[src/rtl/vloop_pkg.sv]
`timescale 1ns/1ps
package vloop_pkg;
  localparam int WORD_W  = 32;
  localparam int STEP_W  = 7;
  localparam int SUB_W   = 2;
  localparam int REMAP_W = 24;
  localparam int STATE_W = 4 * STEP_W + 2 * SUB_W;
  localparam int MAJOR_W = 6;
  localparam logic [MAJOR_W-1:0] PFX_MAJOR = 6'd1;

  // packed: first member is the most significant (MSB0 bit 0)
  typedef struct packed {
    logic [STEP_W-1:0] maxlen;
    logic [STEP_W-1:0] vlen;
    logic [STEP_W-1:0] sstep;
    logic [STEP_W-1:0] dstep;
    logic [SUB_W-1:0]  sublen;
    logic [SUB_W-1:0]  substep;
  } vstate_t;
endpackage

[src/rtl/vloop_prefix_detect.sv]
`timescale 1ns/1ps
module vloop_prefix_detect
  import vloop_pkg::*;
(
  input  logic [WORD_W-1:0]  word,
  output logic               is_pfx,
  output logic [REMAP_W-1:0] remap
);
  // MSB0 numbering helpers
  localparam int B_ID_A  = WORD_W - 1 - 7;
  localparam int B_ID_B  = WORD_W - 1 - 9;
  localparam int B_RM_HI = WORD_W - 1 - 6;
  localparam int B_RM_MD = WORD_W - 1 - 8;
  localparam int LOW_N   = REMAP_W - 2;

  assign is_pfx = (word[WORD_W-1 -: MAJOR_W] == PFX_MAJOR) &&
                  word[B_ID_A] && word[B_ID_B];

  assign remap[REMAP_W-1] = word[B_RM_HI];
  assign remap[REMAP_W-2] = word[B_RM_MD];
  for (genvar i = 0; i < LOW_N; i++) begin : g_low
    assign remap[i] = word[i];
  end
endmodule

[src/rtl/vloop_step_ctrl.sv]
`timescale 1ns/1ps
module vloop_step_ctrl
  import vloop_pkg::*;
(
  input  vstate_t st,
  input  logic    is_pfx,
  input  logic    src_vec,
  input  logic    dst_vec,
  input  logic    twin,
  output logic    skip,
  output logic    hold_pc,
  output vstate_t st_next
);
  logic cont;
  logic at_last;

  always_comb begin
    skip    = is_pfx && (st.vlen == '0);
    cont    = twin ? (src_vec | dst_vec) : dst_vec;
    at_last = (st.sstep == st.vlen - STEP_W'(1));
    st_next = st;
    hold_pc = 1'b0;
    if (is_pfx && !skip) begin
      if (cont && !at_last) begin
        st_next.sstep = st.sstep + STEP_W'(1);
        hold_pc       = 1'b1;
      end else begin
        st_next.sstep = '0;
      end
    end
  end
endmodule

[src/rtl/vloop_pc_adv.sv]
`timescale 1ns/1ps
module vloop_pc_adv #(
  parameter int ADDR_W = 64
) (
  input  logic [ADDR_W-1:0] pc,
  input  logic              is_pfx,
  input  logic              hold,
  output logic [ADDR_W-1:0] npc
);
  localparam logic [ADDR_W-1:0] STRIDE_PLAIN = ADDR_W'(4);
  localparam logic [ADDR_W-1:0] STRIDE_PFX   = ADDR_W'(8);

  always_comb begin
    if (hold)        npc = pc;
    else if (is_pfx) npc = pc + STRIDE_PFX;
    else             npc = pc + STRIDE_PLAIN;
  end
endmodule

[src/rtl/vloop_seq.sv]
`timescale 1ns/1ps
module vloop_seq
  import vloop_pkg::*;
#(
  parameter int ADDR_W = 64
) (
  input  logic               clk,
  input  logic               rst,
  input  logic [ADDR_W-1:0]  init_pc,
  input  logic [STATE_W-1:0] init_state,
  input  logic [WORD_W-1:0]  fetch_word,
  input  logic               retire,
  input  logic               src_vec,
  input  logic               dst_vec,
  input  logic               twin_pred,
  output logic               is_prefixed,
  output logic [REMAP_W-1:0] remap,
  output logic [STEP_W-1:0]  src_step,
  output logic               skip_vl0,
  output logic [ADDR_W-1:0]  next_pc,
  output logic [ADDR_W-1:0]  pc,
  output logic [STATE_W-1:0] state
);
  vstate_t st_q, st_d;
  logic [ADDR_W-1:0] pc_q;
  logic hold;

  vloop_prefix_detect u_det (
    .word   (fetch_word),
    .is_pfx (is_prefixed),
    .remap  (remap)
  );

  vloop_step_ctrl u_step (
    .st      (st_q),
    .is_pfx  (is_prefixed),
    .src_vec (src_vec),
    .dst_vec (dst_vec),
    .twin    (twin_pred),
    .skip    (skip_vl0),
    .hold_pc (hold),
    .st_next (st_d)
  );

  vloop_pc_adv #(.ADDR_W(ADDR_W)) u_pc (
    .pc     (pc_q),
    .is_pfx (is_prefixed),
    .hold   (hold),
    .npc    (next_pc)
  );

  always_ff @(posedge clk) begin
    if (rst) begin
      pc_q <= init_pc;
      st_q <= vstate_t'(init_state);
    end else if (retire) begin
      pc_q <= next_pc;
      st_q <= st_d;
    end
  end

  assign pc       = pc_q;
  assign state    = st_q;
  assign src_step = st_q.sstep;
endmodule

[config.mk]
export PLATFORM = sky130hd
export DESIGN_NAME = vloop_seq
export DESIGN_NICKNAME = d
export VERILOG_FILES = /design/src/rtl/vloop_pkg.sv /design/src/rtl/vloop_prefix_detect.sv /design/src/rtl/vloop_step_ctrl.sv /design/src/rtl/vloop_pc_adv.sv /design/src/rtl/vloop_seq.sv
export SDC_FILE = /design/constraint.sdc
export NUM_CORES = 1
export LEC_CHECK = 0
export CAP_MARGIN = 20
export CORE_ASPECT_RATIO = 0.75
export CORE_UTILIZATION = 30
export CTS_BUF_LIST = sky130_fd_sc_hd__clkbuf_4 sky130_fd_sc_hd__clkbuf_8
export DETAILED_ROUTE_END_ITERATION = 8
export MAX_ROUTING_LAYER = met4
export RECOVER_POWER = 50
export SKIP_CTS_REPAIR_TIMING = 1
export SYNTH_ARGS = -nofsm -noshare
export SYNTH_HDL_FRONTEND = slang
export SYNTH_SLANG_ARGS = --single-unit
[constraint.sdc]
create_clock -name clk -period 3.1 [get_ports clk]
set_input_delay 0.465 -clock clk [delete_from_list [all_inputs] [get_ports clk]]
set_output_delay 0.465 -clock clk [all_outputs]
set_load 0.03 [all_outputs]
==> results_dict.tcl <==
set metrics [dict create \
    status "complete, but fails checks" \
    violations "setup timing" \
    gp_congestion 0.8261 \
    synth_cells 711 \
    arrival_ps 3150 \
    dp.cells 1322 \
    synth-main-ff-cell "edfxtp_1" \
    total_power_uw 4303 \
    slew_headroom 0.05404 \
    post-route-util 0.5664 \
    cpPeakStageDelay_ps 540 \
    fin_ws_ps -516.3 \
    gr-usage-all-layers 0.2211 \
    ctsRootBufferMaster "clkbuf_8" \
    synth.distinct_cells 57 \
    synth_area_per_cell_um2 9.330 \
    min_to "pc[2]" \
    dp_hpwl_mm 18.86 \
    stdcell_count 1360 \
    worst_slew_pin_slew_ps 1419 \
    hold_depth 3 \
    final_common_cell "clkdlybuf4s50_1" \
    r2r_end "pc[50]" \
    timing.fmax_ghz 0.2765 \
    dieHeight_um 130.8 \
    start_util 0.3098 \
    antenna_found_initial 0 \
    clock-sinks 96 \
    place_ws_ps -255.0 \
    path_cells "inv_2 > ha_4 > or3b_1 > a211oi_2 > nand4b_1 > o31a_2 > buf_12 > buf_16 > or4_4 > nand2_4 > buf_6" \
    vias 7078 \
    synth.net_count 850 \
    r2r-start "state[19]" \
    place_area_um2 11190 \
    cts_inserted_buffers 9 \
    vdd_drop_max_mv 0.1949 \
    drc 0 \
    pwr_density_cell_nw_per_um2 354.8 \
    clk_pin_slew_ps 100 \
    antenna_cells 0 \
    drtAntennaViolNets 0 \
    dr.pass1.iters 6 \
    rsz0062_at_grt "yes" \
    nets 1206 \
    hold_class "input port to flip-flop" \
    drv_cap 0 \
    finalClockSkew_ps 11.83 \
    ys_warn_count 0 \
    grt_pass1_vias 6575 \
    synth_edf_count 96 \
    startpoint_type "flip-flop" \
    critPathRequiredTime_ps 2630 \
    wl_per_cell_um 18.80 \
    reg2reg_depth 12 \
    crit_path_max_fanout 15 \
    min_period_over_period 1.167 \
    drtIter0Drc 474 \
    cp_slowest_cell "or4_4" \
    syn_area_um2 6634 \
    grt_pass1_wl_mm 37.76 \
    post-route-cell-area_um2 12130 \
    die_w_um 173.7 \
    htreeDepth 3 \
    core-area_um2 21410 \
    clock_latency_ps 390 \
    io_pins 327 \
    layout-drive-gt1-share 0.3563 \
    mostFrequentLayoutCells "195 x clkdlybuf4s50_1, 122 x buf_4, 96 x edfxtp_1, 58 x nor2_1, 54 x buf_6" \
    num_rows 46 \
    r2r_slack_ps -50 \
    end_kind "primary output" \
    port_buffers 278 \
    grt_max_degree 49 \
    leakagePower_uw 0.004439 \
    seq_area_frac_synth 0.4346 \
    area_delta_synth_final_pct 82.82 \
    routed_wl_mm 25.56 \
    cts_tree "yes" \
    seq_area_um2 2883 \
    fill_cells 1870 \
    path_class "flip-flop to primary output" \
    async_reset_ff_frac 0 \
    cts_buffer_depth 2 \
    multi_input_comb_area_um2 4464 \
    worstHoldStart "init_pc[2]" \
    hold_viol 0 \
    slew_viol_final 0 \
    die_area_um2 22720 \
    vias_per_cell 5.204 \
    grt-ovfl-total 0 \
    synth-seq-cells 96 \
    fin_crit_ps 3616 \
    finalSetupViolations 62 \
]
[synthesized netlist by cell type, drive strengths merged (5+ instances only)]
library cell / n / area [µm²]
a221o: 12 / 120.1
a31oi: 33 / 206.5
and2: 35 / 219.0
and3: 14 / 87.58
and4: 8 / 70.07
buf: 45 / 316.6
clkbuf: 30 / 112.6
edfxtp: 96 / 2883
ha: 5 / 62.56
inv: 8 / 30.03
nand2: 77 / 289.0
nand2b: 15 / 93.84
nand3: 32 / 160.2
nand4: 15 / 93.84
nand4b: 6 / 52.55
nor2: 61 / 229.0
nor3: 19 / 100.1
nor4: 13 / 87.58
o21a: 9 / 67.56
o21ai: 24 / 120.1
o311a: 5 / 50.05
o31a: 22 / 192.7
o31ai: 19 / 142.6
or2: 15 / 93.84
or3: 12 / 75.07
or4: 19 / 142.6
xnor2: 13 / 113.9
xor2: 15 / 131.4
[power by group]
group          switching, µW  internal [µW]
Combinational            954            841
Clock                    512            293
Sequential               126           1580
Total                   1590           2710
[state kept, by name, indices dropped and copies added (netlist names)]
name and cells:
state 25, pc 64, src_step 7
[kinds of logic (layout without fill, tap and decap cells)]
family / Yosys count / count (layout) / share of synthesized area
and+or+nand+nor: 352 / 352 / 0.2831
AOI/OAI and AO/OA: 145 / 145 / 0.1647
DFF: 96 / 96 / 0.4346
buffers and inverters: 84 / 445 / 0.06978
xor gates and xnor gates: 28 / 28 / 0.03697
adders and majority gates: 5 / 5 / 0.009430
muxes: 1 / 1 / 0.001509
[critical path, delay by kind of cell (launching register included)]
kind,cells,cell delay [ps]
buf+inv,4,550
fa+ha+maj,1,130
simple gates,4,1110
compound gates,2,520
flops,1,440
[metrics by stage]
step	TNS, ps	hold slack [ps]
CTS	-32130	703.7
detailed placement	-10600	748.7
global placement	-7586	738.1
global route	-29510	710.8
floorplan	-1709	577.5
finish	-24220	734.8
[area by class of cell]
type,count,area share
clock inverters,7,0.003920
flip-flops and latches,96,0.2377
multi-input cells,531,0.3681
clock buffers,9,0.01021
repair buffers,420,0.3476
well taps,288,0.02971
inverters,9,0.002786
[how the worst max path moves through the flow]
stage / slack (ps) / endpoint / cells past startpoint / startpoint
floorplan: -70 / next_pc[7] / 9 / state[18]
global placement: -240 / next_pc[63] / 12 / fetch_word[29]
detailed placement: -250 / next_pc[8] / 11 / state[19]
CTS: -700 / next_pc[8] / 11 / state[19]
global route: -590 / next_pc[33] / 11 / state[19]
finish: -520 / next_pc[43] / 11 / state[19]
[layer usage]
metal / up-vias / wire, µm / GRT usage
li1: 3378 / - / -
met1: 3428 / 12280 / 0.3060
met2: 245 / 11450 / 0.3324
met3: 27 / 1449 / 0.04253
met4: 0 / 381 / 0.05470
met5: - / 0 / -
Note: power is estimated with default switching activity, not from simulation.
